$ cat config.mk
export PLATFORM = sky130hd
export DESIGN_NAME = iic_tag_lookup
export DESIGN_NICKNAME = d
export VERILOG_FILES = /design/src/rtl/iic_pkg.sv /design/src/rtl/iic_lookup_ctrl.sv /design/src/rtl/iic_lookup_dpath.sv /design/src/rtl/iic_tag_lookup.sv
export SDC_FILE = /design/constraint.sdc
export NUM_CORES = 1
export LEC_CHECK = 0
export ABC_AREA = 1
export BUFFER_PORTS_ARGS = -buffer_cell sky130_fd_sc_hd__buf_2
export CORE_UTILIZATION = 50
export CTS_CLUSTER_DIAMETER = 30
export CTS_CLUSTER_SIZE = 40
export DETAILED_ROUTE_END_ITERATION = 6
export PLACE_DENSITY = 0.66
export RECOVER_POWER = 50
export SYNTH_ARGS = -nofsm -noshare
export SYNTH_HDL_FRONTEND = slang
export SYNTH_SLANG_ARGS = --single-unit
$ cat constraint.sdc
create_clock -name clk -period 9.4 [get_ports clk]
set_input_delay 2.82 -clock clk [delete_from_list [all_inputs] [get_ports clk]]
set_output_delay 2.82 -clock clk [all_outputs]
set_load 0.02 [all_outputs]
$ cat src/rtl/iic_pkg.sv
package iic_pkg;

  typedef enum logic [1:0] {
    ST_IDLE = 2'd0,
    ST_PRIM = 2'd1,
    ST_WALK = 2'd2
  } lookupState_t;

  // strobes from control to datapath, at most one of the terminal ones per cycle
  typedef struct packed {
    logic capture;    // latch a new request
    logic primHit;    // primary group matched
    logic primMiss;   // primary miss, no chain
    logic walkStart;  // primary miss, enter chain
    logic walkStep;   // chain entry missed, follow link
    logic chainHit;   // chain entry matched, swap
    logic walkMiss;   // chain exhausted
  } lookupStrobe_t;

endpackage

$ cat src/rtl/iic_lookup_ctrl.sv
module iic_lookup_ctrl
  import iic_pkg::*;
(
  input  logic          clk,
  input  logic          rstN,
  input  logic          reqValid,
  input  logic          primHit,
  input  logic          headNull,
  input  logic          walkMatch,
  input  logic          walkEnd,
  output logic          reqReady,
  output lookupStrobe_t strobe
);

  lookupState_t state, stateNext;

  always_comb begin
    strobe           = '0;
    strobe.capture   = (state == ST_IDLE) && reqValid;
    strobe.primHit   = (state == ST_PRIM) && primHit;
    strobe.primMiss  = (state == ST_PRIM) && !primHit && headNull;
    strobe.walkStart = (state == ST_PRIM) && !primHit && !headNull;
    strobe.chainHit  = (state == ST_WALK) && walkMatch;
    strobe.walkStep  = (state == ST_WALK) && !walkMatch && !walkEnd;
    strobe.walkMiss  = (state == ST_WALK) && !walkMatch && walkEnd;
  end

  always_comb begin
    stateNext = state;
    unique case (state)
      ST_IDLE: if (reqValid) stateNext = ST_PRIM;
      ST_PRIM: stateNext = (primHit || headNull) ? ST_IDLE : ST_WALK;
      ST_WALK: if (walkMatch || walkEnd) stateNext = ST_IDLE;
      default: stateNext = ST_IDLE;
    endcase
  end

  always_ff @(posedge clk) begin
    if (!rstN) state <= ST_IDLE;
    else       state <= stateNext;
  end

  assign reqReady = (state == ST_IDLE);


  busy_blocks_req_chk: assert property (@(posedge clk) disable iff (!rstN)
    strobe.capture |=> !reqReady);


  null_head_no_walk_chk: assert property (@(posedge clk) disable iff (!rstN)
    (state == ST_PRIM && headNull) |=> (state != ST_WALK));

endmodule

$ cat src/rtl/iic_lookup_dpath.sv
module iic_lookup_dpath
  import iic_pkg::*;
#(
  parameter  int NUM_SETS   = 4,
  parameter  int ASSOC      = 2,
  parameter  int NUM_LINES  = 4,
  parameter  int TAG_W      = 8,
  parameter  int ASID_W     = 2,
  parameter  int LAT_W      = 8,
  parameter  int HASH_DELAY = 2,
  parameter  int HIT_LAT    = 1,
  localparam int PRIM_N     = NUM_SETS * ASSOC,
  localparam int NTAGS      = PRIM_N + NUM_LINES - 1,
  localparam int IDX_W      = $clog2(NTAGS + 1),
  localparam int SET_W      = (NUM_SETS > 1) ? $clog2(NUM_SETS) : 1,
  localparam int WAY_W      = (ASSOC > 1) ? $clog2(ASSOC) : 1,
  localparam int DEPTH_W    = $clog2(NUM_LINES + 1)
) (
  input  logic                   clk,
  input  logic                   rstN,
  input  lookupStrobe_t          strobe,
  input  logic [SET_W-1:0]       reqSet,
  input  logic [TAG_W-1:0]       reqTag,
  input  logic [ASID_W-1:0]      reqAsid,
  input  logic                   tagWe,
  input  logic [IDX_W-1:0]       tagWrIdx,
  input  logic                   tagWrValid,
  input  logic [TAG_W-1:0]       tagWrTag,
  input  logic [ASID_W-1:0]      tagWrAsid,
  input  logic [LAT_W-1:0]       tagWrPend,
  input  logic                   linkWe,
  input  logic [IDX_W-1:0]       linkWrIdx,
  input  logic [IDX_W-1:0]       linkWrPtr,
  input  logic                   headWe,
  input  logic [SET_W-1:0]       headWrSet,
  input  logic [IDX_W-1:0]       headWrPtr,
  output logic                   primHit,
  output logic                   headNull,
  output logic                   walkMatch,
  output logic                   walkEnd,
  output logic                   rspValid,
  output logic                   rspHit,
  output logic [IDX_W-1:0]       rspIdx,
  output logic [DEPTH_W-1:0]     rspDepth,
  output logic [LAT_W-1:0]       rspLatency,
  output logic                   rspWasRef,
  output logic [ASSOC*WAY_W-1:0] rspOrder
);

  localparam logic [IDX_W-1:0] NULL_PTR = IDX_W'(NTAGS);

  // tag store, primary entries first, overflow pool after
  logic              vldA   [NTAGS];
  logic [TAG_W-1:0]  tagA   [NTAGS];
  logic [ASID_W-1:0] asidA  [NTAGS];
  logic              refA   [NTAGS];
  logic [LAT_W-1:0]  pendA  [NTAGS];
  logic [IDX_W-1:0]  chainA [NTAGS];
  logic [IDX_W-1:0]  headA  [NUM_SETS];
  logic [WAY_W-1:0]  ordA   [NUM_SETS][ASSOC];

  // in-flight request
  logic [SET_W-1:0]   curSet;
  logic [TAG_W-1:0]   curTag;
  logic [ASID_W-1:0]  curAsid;
  logic [IDX_W-1:0]   walkPtr;
  logic [DEPTH_W-1:0] depth;

  function automatic logic [LAT_W-1:0] pendDec(input logic [LAT_W-1:0] v);
    return (v != '0) ? v - LAT_W'(1) : '0;
  endfunction

  // primary compare, all ways in parallel
  logic [IDX_W-1:0] wayIdx [ASSOC];
  logic [ASSOC-1:0] wayHit;

  for (genvar w = 0; w < ASSOC; w++) begin : gWay
    assign wayIdx[w] = IDX_W'(curSet) * IDX_W'(ASSOC) + IDX_W'(w);
    assign wayHit[w] = vldA[wayIdx[w]] && (tagA[wayIdx[w]] == curTag) &&
                       (asidA[wayIdx[w]] == curAsid);
  end

  logic [WAY_W-1:0] primWay;
  always_comb begin
    primWay = '0;
    for (int w = ASSOC - 1; w >= 0; w--)
      if (wayHit[w]) primWay = WAY_W'(w);
  end

  assign primHit  = |wayHit;
  assign headNull = (headA[curSet] == NULL_PTR);

  // chain compare, one entry per cycle
  logic walkSafe;
  assign walkSafe  = (walkPtr < NULL_PTR);
  assign walkMatch = walkSafe && vldA[walkPtr] && (tagA[walkPtr] == curTag) &&
                     (asidA[walkPtr] == curAsid);
  assign walkEnd   = !walkSafe || (chainA[walkPtr] == NULL_PTR);

  logic [IDX_W-1:0] lastIdx;
  assign lastIdx = wayIdx[ASSOC-1];

  // hit resolution, latency and recency update
  logic             anyHit, anyDone;
  logic [WAY_W-1:0] hitWay, hitPos;
  logic [IDX_W-1:0] hitIdx, srcIdx;
  logic [LAT_W-1:0] baseLat, finalLat;
  logic [WAY_W-1:0] newOrd [ASSOC];

  always_comb begin
    anyHit   = strobe.primHit | strobe.chainHit;
    anyDone  = anyHit | strobe.primMiss | strobe.walkMiss;
    hitWay   = strobe.chainHit ? WAY_W'(ASSOC - 1) : primWay;
    hitIdx   = strobe.chainHit ? lastIdx : wayIdx[primWay];
    srcIdx   = strobe.chainHit ? walkPtr : hitIdx;
    baseLat  = LAT_W'(depth) * LAT_W'(HASH_DELAY) + LAT_W'(HIT_LAT);
    finalLat = (pendA[srcIdx] > baseLat) ? pendA[srcIdx] : baseLat;
    hitPos   = '0;
    for (int p = 0; p < ASSOC; p++)
      if (ordA[curSet][p] == hitWay) hitPos = WAY_W'(p);
    newOrd[0] = hitWay;
    for (int p = 1; p < ASSOC; p++)
      newOrd[p] = (WAY_W'(p) <= hitPos) ? ordA[curSet][p-1] : ordA[curSet][p];
  end

  // request capture and chain cursor
  always_ff @(posedge clk) begin
    if (!rstN) begin
      curSet  <= '0;
      curTag  <= '0;
      curAsid <= '0;
      walkPtr <= NULL_PTR;
      depth   <= DEPTH_W'(1);
    end else begin
      if (strobe.capture) begin
        curSet  <= reqSet;
        curTag  <= reqTag;
        curAsid <= reqAsid;
        depth   <= DEPTH_W'(1);
      end
      if (strobe.walkStart) begin
        walkPtr <= headA[curSet];
        depth   <= DEPTH_W'(2);
      end
      if (strobe.walkStep) begin
        walkPtr <= chainA[walkPtr];
        depth   <= depth + DEPTH_W'(1);
      end
    end
  end

  // response register
  always_ff @(posedge clk) begin
    if (!rstN) begin
      rspValid   <= 1'b0;
      rspHit     <= 1'b0;
      rspIdx     <= NULL_PTR;
      rspDepth   <= '0;
      rspLatency <= '0;
      rspWasRef  <= 1'b0;
      rspOrder   <= '0;
    end else begin
      rspValid <= anyDone;
      if (anyDone) begin
        rspHit     <= anyHit;
        rspIdx     <= anyHit ? hitIdx : NULL_PTR;
        rspDepth   <= depth;
        rspLatency <= anyHit ? finalLat : baseLat;
        rspWasRef  <= anyHit && refA[srcIdx];
        for (int p = 0; p < ASSOC; p++)
          rspOrder[p*WAY_W +: WAY_W] <= anyHit ? newOrd[p] : ordA[curSet][p];
      end
    end
  end

  // set heads and recency ordering
  always_ff @(posedge clk) begin
    if (!rstN) begin
      for (int s = 0; s < NUM_SETS; s++) begin
        headA[s] <= NULL_PTR;
        for (int p = 0; p < ASSOC; p++) ordA[s][p] <= WAY_W'(p);
      end
    end else begin
      if (headWe) headA[headWrSet] <= headWrPtr;
      if (anyHit)
        for (int p = 0; p < ASSOC; p++) ordA[curSet][p] <= newOrd[p];
    end
  end

  // tag entries: countdown, writes, reference marking and chain swap
  always_ff @(posedge clk) begin
    if (!rstN) begin
      for (int i = 0; i < NTAGS; i++) begin
        vldA[i]   <= 1'b0;
        tagA[i]   <= '0;
        asidA[i]  <= '0;
        refA[i]   <= 1'b0;
        pendA[i]  <= '0;
        chainA[i] <= (i >= PRIM_N) ? IDX_W'(i + 1) : NULL_PTR;
      end
    end else begin
      for (int i = 0; i < NTAGS; i++) pendA[i] <= pendDec(pendA[i]);
      if (tagWe) begin
        vldA[tagWrIdx]  <= tagWrValid;
        tagA[tagWrIdx]  <= tagWrTag;
        asidA[tagWrIdx] <= tagWrAsid;
        refA[tagWrIdx]  <= 1'b0;
        pendA[tagWrIdx] <= tagWrPend;
      end
      if (linkWe) chainA[linkWrIdx] <= linkWrPtr;
      if (strobe.primHit) refA[hitIdx] <= 1'b1;
      if (strobe.chainHit) begin
        vldA[lastIdx]   <= vldA[walkPtr];
        tagA[lastIdx]   <= tagA[walkPtr];
        asidA[lastIdx]  <= asidA[walkPtr];
        pendA[lastIdx]  <= pendDec(pendA[walkPtr]);
        refA[lastIdx]   <= 1'b1;
        chainA[lastIdx] <= chainA[walkPtr];
        vldA[walkPtr]   <= vldA[lastIdx];
        tagA[walkPtr]   <= tagA[lastIdx];
        asidA[walkPtr]  <= asidA[lastIdx];
        pendA[walkPtr]  <= pendDec(pendA[lastIdx]);
        refA[walkPtr]   <= refA[lastIdx];
      end
    end
  end

  logic [WAY_W-1:0] rspWay;
  assign rspWay = WAY_W'(rspIdx - IDX_W'(curSet) * IDX_W'(ASSOC));


  hit_latency_floor_chk: assert property (@(posedge clk) disable iff (!rstN)
    (rspValid && rspHit) |->
      (rspLatency >= LAT_W'(rspDepth) * LAT_W'(HASH_DELAY) + LAT_W'(HIT_LAT)));


  miss_idx_null_chk: assert property (@(posedge clk) disable iff (!rstN)
    (rspValid && !rspHit) |-> (rspIdx == NULL_PTR));


  chain_hit_last_way_chk: assert property (@(posedge clk) disable iff (!rstN)
    (rspValid && rspHit && rspDepth > DEPTH_W'(1)) |-> (rspIdx == lastIdx));


  mru_head_chk: assert property (@(posedge clk) disable iff (!rstN)
    (rspValid && rspHit) |-> (rspOrder[WAY_W-1:0] == rspWay));


  depth_bound_chk: assert property (@(posedge clk) disable iff (!rstN)
    rspValid |-> (rspDepth >= DEPTH_W'(1) && rspDepth <= DEPTH_W'(NUM_LINES)));

endmodule

$ cat src/rtl/iic_tag_lookup.sv
module iic_tag_lookup
  import iic_pkg::*;
#(
  parameter  int NUM_SETS    = 4,
  parameter  int ASSOC       = 2,
  parameter  int CACHE_BYTES = 64,
  parameter  int BLK_BYTES   = 16,
  parameter  int TAG_W       = 8,
  parameter  int ASID_W      = 2,
  parameter  int LAT_W       = 8,
  parameter  int HASH_DELAY  = 2,
  parameter  int HIT_LAT     = 1,
  localparam int NUM_LINES   = CACHE_BYTES / BLK_BYTES,
  localparam int PRIM_N      = NUM_SETS * ASSOC,
  localparam int NTAGS       = PRIM_N + NUM_LINES - 1,
  localparam int IDX_W       = $clog2(NTAGS + 1),
  localparam int SET_W       = (NUM_SETS > 1) ? $clog2(NUM_SETS) : 1,
  localparam int WAY_W       = (ASSOC > 1) ? $clog2(ASSOC) : 1,
  localparam int DEPTH_W     = $clog2(NUM_LINES + 1)
) (
  input  logic                   clk,
  input  logic                   rstN,
  input  logic                   reqValid,
  output logic                   reqReady,
  input  logic [SET_W-1:0]       reqSet,
  input  logic [TAG_W-1:0]       reqTag,
  input  logic [ASID_W-1:0]      reqAsid,
  output logic                   rspValid,
  output logic                   rspHit,
  output logic [IDX_W-1:0]       rspIdx,
  output logic [DEPTH_W-1:0]     rspDepth,
  output logic [LAT_W-1:0]       rspLatency,
  output logic                   rspWasRef,
  output logic [ASSOC*WAY_W-1:0] rspOrder,
  input  logic                   tagWe,
  input  logic [IDX_W-1:0]       tagWrIdx,
  input  logic                   tagWrValid,
  input  logic [TAG_W-1:0]       tagWrTag,
  input  logic [ASID_W-1:0]      tagWrAsid,
  input  logic [LAT_W-1:0]       tagWrPend,
  input  logic                   linkWe,
  input  logic [IDX_W-1:0]       linkWrIdx,
  input  logic [IDX_W-1:0]       linkWrPtr,
  input  logic                   headWe,
  input  logic [SET_W-1:0]       headWrSet,
  input  logic [IDX_W-1:0]       headWrPtr
);

  lookupStrobe_t strobe;
  logic primHit, headNull, walkMatch, walkEnd;

  iic_lookup_ctrl u_ctrl (
    .clk       (clk),
    .rstN      (rstN),
    .reqValid  (reqValid),
    .primHit   (primHit),
    .headNull  (headNull),
    .walkMatch (walkMatch),
    .walkEnd   (walkEnd),
    .reqReady  (reqReady),
    .strobe    (strobe)
  );

  iic_lookup_dpath #(
    .NUM_SETS   (NUM_SETS),
    .ASSOC      (ASSOC),
    .NUM_LINES  (NUM_LINES),
    .TAG_W      (TAG_W),
    .ASID_W     (ASID_W),
    .LAT_W      (LAT_W),
    .HASH_DELAY (HASH_DELAY),
    .HIT_LAT    (HIT_LAT)
  ) u_dpath (
    .clk        (clk),
    .rstN       (rstN),
    .strobe     (strobe),
    .reqSet     (reqSet),
    .reqTag     (reqTag),
    .reqAsid    (reqAsid),
    .tagWe      (tagWe),
    .tagWrIdx   (tagWrIdx),
    .tagWrValid (tagWrValid),
    .tagWrTag   (tagWrTag),
    .tagWrAsid  (tagWrAsid),
    .tagWrPend  (tagWrPend),
    .linkWe     (linkWe),
    .linkWrIdx  (linkWrIdx),
    .linkWrPtr  (linkWrPtr),
    .headWe     (headWe),
    .headWrSet  (headWrSet),
    .headWrPtr  (headWrPtr),
    .primHit    (primHit),
    .headNull   (headNull),
    .walkMatch  (walkMatch),
    .walkEnd    (walkEnd),
    .rspValid   (rspValid),
    .rspHit     (rspHit),
    .rspIdx     (rspIdx),
    .rspDepth   (rspDepth),
    .rspLatency (rspLatency),
    .rspWasRef  (rspWasRef),
    .rspOrder   (rspOrder)
  );

endmodule

Word level (Yosys, flattened, before mapping)

Memories as Yosys holds them, arrays and structs flattened. A register that Yosys moved wholly into a read port is not among the register bits.
Index checks and enable logic that the tools add are counted.

$add $sub $neg: 16
Reduce and logical (&&, ||, !) cells: 60
Bitwise operators: 15
Mux-type cells: 139
Order comparisons: 4
Eq/ne operators: 13

Operator list:

| operator                                         | number |
|---|---|
| 2-to-1 mux 8 bit                                 | 29 |
| 2-to-1 mux 4 bit                                 | 42 |
| nonzero test 8 bit                               | 13 |
| subtractor 8 x 1 -> 8 bit, second input constant | 13 |
| 2-to-1 mux 1 bit                                 | 51 |
| 2-to-1 mux 2 bit                                 | 13 |
| == test 8 bit                                    | 3 |
| OR reduction 8 bit                               | 3 |
| logical AND 1 bit                                | 17 |
| OR 1 bit                                         | 14 |
| OR reduction 4 bit                               | 3 |
| OR reduction 2 bit                               | 5 |
| 2-to-1 mux 3 bit                                 | 3 |
| == test 4 bit, second input constant             | 2 |
| > comparator 8 bit                               | 1 |
| OR reduction 1 bit                               | 7 |
| == test 2 bit                                    | 3 |
| case mux 2 bit (3 select lines)                  | 1 |
| adder 4 x 1 -> 5 bit, second input constant      | 1 |
| logical NOT 1 bit                                | 5 |
| adder 3 x 1 -> 4 bit, second input constant      | 1 |
| < comparator 4 bit, second input constant        | 1 |
| inequality test 2 bit, second input constant     | 2 |
| adder 3 x 1 -> 3 bit, second input constant      | 1 |
| other kinds (11)                                 | 13 |

Output and inout port bits: 21
Memories kept: 8
Memory bits (writable): 288
Bits of input ports: 55
Logic and storage cells: 268
Flip-flop bits (word level): 41

Memories:

| name            | words | bits a word | rd ports | clocked after memory_dff | write ports | line                   | source |
|---|---|---|---|---|---|---|---|
| u_dpath.pendA   | 11    | 8           | 14       | 1                        | 14          | iic_lookup_dpath.sv:57 | `logic [LAT_W-1:0] pendA [NTAGS];` |
| u_dpath.tagA    | 11    | 8           | 3        | 2                        | 11          | iic_lookup_dpath.sv:54 | `logic [TAG_W-1:0] tagA [NTAGS];` |
| u_dpath.chainA  | 11    | 4           | 1        | 1                        | 11          | iic_lookup_dpath.sv:58 | `logic [IDX_W-1:0] chainA [NTAGS];` |
| u_dpath.asidA   | 11    | 2           | 3        | 2                        | 11          | iic_lookup_dpath.sv:55 | `logic [ASID_W-1:0] asidA [NTAGS];` |
| u_dpath.headA   | 4     | 4           | 1        | 1                        | 4           | iic_lookup_dpath.sv:59 | `logic [IDX_W-1:0] headA [NUM_SETS];` |
| u_dpath.refA    | 11    | 1           | 2        | 0                        | 11          | iic_lookup_dpath.sv:56 | `logic refA [NTAGS];` |
| 2 more memories | n/a   | n/a         | n/a      | n/a                      | n/a         | n/a                    |  |

Longest topological paths before layout

An unclocked memory read counts as a cell.

Depth in word-level cells: 17
Gate-level depth with buffers: 37
Mapped depth without buffers: 34

Hierarchy

From an unflattened synthesis, not the netlist that was laid out.

Cells, all modules: 3519
Area total of the unflattened synthesis: 27478.9 µm²

Modules (own cells, without submodules):

| module           | seq. area each (µm²) | cells each | area an instance (µm²) | instances |
|---|---|---|---|---|
| iic_lookup_dpath | 12081.6              | 3494       | 27333.7                | 1 |
| iic_lookup_ctrl  | 40.0                 | 25         | 145.1                  | 1 |

Least setup slack after synthesis

Ideal clock, no wire load.

Kind: in2reg
From: input rstN
To: memory u_dpath.asidA[1][0] (enable)
Data arrival time: 4339 ps
Stages on the path: 8
Slack: 4713 ps
Buffers on the path: 2
Cell sequence: clkbuf_1 -> inv_1 -> nor2_2 -> inv_2 -> nor3_2 -> inv_1 -> clkbuf_1 -> nand3_1

RTL lines:

| item               | line                   | source |
|---|---|---|
| start: declaration | iic_tag_lookup.sv:22   | `input logic rstN,` |
| end: declaration   | iic_lookup_dpath.sv:55 |  |

==> impl_metrics.env <==
export IMPL_die_x_um=234
export IMPL_drt_iter0_markers=4034
export IMPL_post_cts_buffers=0
export IMPL_hold_buffers=0
export IMPL_r2r_end="u_dpath.tagA[5][0]"
export IMPL_yosys_top_cells_area="edfxtp_1 33%, dfxtp_1 11%, nand2_1 8.0%, nand3_1 6.8%, o21ai_0 5.9%"
export IMPL_drv_slew=196
export IMPL_vias=26900
export IMPL_crit_fanout=51
export IMPL_cts_max_path_buffers=3
export IMPL_gr_total_overflow=0
export IMPL_rrSetupSlack_ns=1.61
export IMPL_ys_ff_latch=451
export IMPL_synthArstFlopShare=0
export IMPL_cp_arrival_ns=8.10
export IMPL_wirelength_um=111000
export IMPL_cts_buffers=104
export IMPL_cts_tree="built"
export IMPL_synth_top_area_share=0.332
export IMPL_yosysUniqueCellTypes=63
export IMPL_die_y_um=234
export IMPL_violations="design-rule violations, max-capacitance violations, max-slew violations"
export IMPL_grt_pass1_vias=25200
export IMPL_io_pins=76
export IMPL_powerDensity_nw_per_um2=284
export IMPL_cts_root_buf="clkbuf_16"
export IMPL_rsz0062_at_grt="no"
export IMPL_cp_required_ns=9.71
export IMPL_end_kind="register"
export IMPL_grt_pass1_wl_um=161000
export IMPL_drtPass1Iterations=7
export IMPL_synth_edf_count=297
export IMPL_power_switching_mw=3.18
export IMPL_worst_slew_pin_slew_ns=2.28
export IMPL_grt_total_usage=0.402
export IMPL_gp_congestion=1.01
export IMPL_setup_tns_ns=0
export IMPL_drtAntennaViolNets=0
export IMPL_cts_sinks=451
export IMPL_nets=3551
export IMPL_hpwl_um=77200
export IMPL_fin_skew_ns=0.0383
export IMPL_timing_hold_ws_ns=0.461
export IMPL_avgSynthCellArea_um2=7.67
export IMPL_synthesis_area_um2=26900
export IMPL_status="finished with violations"
export IMPL_postSynthCellCount=3501
export IMPL_rows=84
export IMPL_crit_path_end="u_dpath.tagA[0][3]"
export IMPL_pwr_share_comb=0.279
export IMPL_critPathKind="in2reg"
export IMPL_dieArea_um2=54600
export IMPL_start_util=0.509
export IMPL_synthFlopType="edfxtp_1"
export IMPL_coreArea_um2=52800
export IMPL_leakagePower_nw=12.2
export IMPL_synth_most_common_cell="nand2_1"
export IMPL_fin_crit_ns=7.79
export IMPL_swShare=0.364
export IMPL_yosys_area_top_type="edfxtp_1"
export IMPL_start_kind="input pin"
export IMPL_area_growth_pct=14.6
export IMPL_relSlewSlack=-0.522
export IMPL_syn_nets=3584
export IMPL_ir_worst_vdd_mv=0.224
export IMPL_drv_cap=6
export IMPL_cts_resized=0
export IMPL_synth_commonest_cells="570 x nand2_1, 385 x nor2_1, 365 x inv_1"
export IMPL_yosysWarnings=0
export IMPL_grt_max_degree=80
export IMPL_hold_viol_final=0
export IMPL_finalSetupViolCount=0
export IMPL_cts_htree_levels=3
export IMPL_clockPowerShare=0.424
export IMPL_final_layout_size_suffix_gt1_frac=0.0815
export IMPL_holdCritPathClass="reg2reg"
export IMPL_clk_latency_ns=0.68
export IMPL_drc=4
export IMPL_period_share=0.829
export IMPL_cp_startpoint="rstN"
export IMPL_clock_fmax_mhz=128
export IMPL_wire_per_inst_um=26.0
export IMPL_ys_seq_area_frac=0.447
export IMPL_vias_per_cell=6.33
export IMPL_clk_pin_slew_ns=0.05
export IMPL_sequentialPowerShare=0.298
export IMPL_r2r_cells=20
export IMPL_antenna_found_initial=3
export IMPL_p_int_mw=5.57
export IMPL_port_buffers=75
==> layout make-up <==
type | instances | area (um2)
Antenna cell | 1 | 2.50
Clock buffer | 126 | 2800
Clock inverter | 70 | 825
Fill cell | 4868 | 22000
Inverter | 387 | 1460
Multi-Input combinational cell | 2409 | 12200
Sequential cell | 451 | 12000
Tap cell | 688 | 861
Timing Repair Buffer | 115 | 613
==> sequential cells by signal, summed over array words and instances, names as in the netlist, 8 cells and up, named ones only <==
name	flops
u_dpath.curTag	8
u_dpath.refA	12
u_dpath.rspLatency	8
u_dpath.pendA	128
u_dpath.asidA	32
u_dpath.vldA	16
u_dpath.headA	16
u_dpath.chainA	64
u_dpath.tagA	128
u_dpath.ordA	8
==> per-layer routing <==
metal | wire length [um] | global-route usage | up-vias
met5 | 0 | 0 | -
met4 | 8460 | 0.285 | 0
met3 | 11400 | 0.0713 | 410
met2 | 48200 | 0.613 | 1762
met1 | 42500 | 0.516 | 12700
li1 | - | - | 12000
==> power by group through the flow <==
stage	combinational, mW	clock [mW]	sequential, mW
after global placement	2.33	0	2.63
after detailed placement	2.35	0	2.62
final	2.44	3.71	2.61
after CTS	2.37	3.71	2.59
after floorplan	1.65	0	2.51
after global routing	2.63	3.81	2.62
==> critical path, stage by stage <==
cell and delay (ns):
clkbuf_1 1.30, nand2_1 0.50, clkbuf_1 0.95, inv_1 0.35
nand3_1 0.25, nor2_1 1.02, inv_1 0.26, nand2_1 0.13
inv_1 0.09, nand2_1 0.40
==> logic make-up (layout without fill, tap and decap cells) <==
logic type	Yosys count	count (layout)	share of synthesized area
AOI/OAI and AO/OA	867	867	0.187
xor gates and xnor gates	76	76	0.0248
DFF	451	451	0.447
and+or+nand+nor	1437	1437	0.230
adders and majority gates	28	28	0.0130
other	1	2	0.000140
buffers and inverters	641	698	0.0975
==> placed cells by master (no fill, tap or decap), drive strengths merged, types with 27 or more instances in the layout <==
| cell | netlist | routed |
|---|---|---|
| inv | 375 | 386 |
| a221oi | 27 | 27 |
| a21oi | 246 | 246 |
| edfxtp | 297 | 297 |
| nor2 | 396 | 396 |
| o22ai | 96 | 96 |
| dfxtp | 154 | 154 |
| nand3 | 365 | 365 |
| o211ai | 74 | 74 |
| o21ai | 340 | 340 |
| buf | 89 | 74 |
| nor3 | 43 | 43 |
| xor2 | 65 | 65 |
| ha | 28 | 28 |
| nand4 | 27 | 27 |
| clkinv | 12 | 53 |
| clkbuf | 165 | 167 |
| nand2 | 574 | 574 |
==> worst min path at each step <==
stage | startpoint | endpoint | slack [ns] | cells after the start
finish | u_dpath.rspOrder[1] | u_dpath.rspOrder[1] | 0.46 | 2
global route | u_dpath.rspLatency[2] | u_dpath.rspLatency[2] | 0.47 | 2
CTS | u_dpath.rspOrder[1] | u_dpath.rspOrder[1] | 0.46 | 2
detailed placement | u_dpath.rspOrder[1] | u_dpath.rspOrder[1] | 0.45 | 2
global placement | u_dpath.rspHit | u_dpath.rspHit | 0.43 | 2
floorplan | u_dpath.refA[6] | u_dpath.refA[6] | 0.45 | 2
==> per-stage QoR <==
| step | utilization | power [mW] | setup WS (ns) | cells | instance area, um2 |
|---|---|---|---|---|---|
| finish | 0.583 | 8.76 | 1.61 | 4247 | 30800 |
| global route | 0.583 | 9.06 | 1.21 | 4246 | 30800 |
| CTS | 0.585 | 8.67 | 2.96 | 4245 | 30900 |
| detailed placement | 0.517 | 4.97 | 2.86 | 4049 | 27300 |
| global placement | 0.517 | 4.96 | 3.00 | 4049 | 27300 |
| floorplan | - | 4.16 | 4.71 | 3501 | 26900 |
Power figures use the tool's default switching activity.
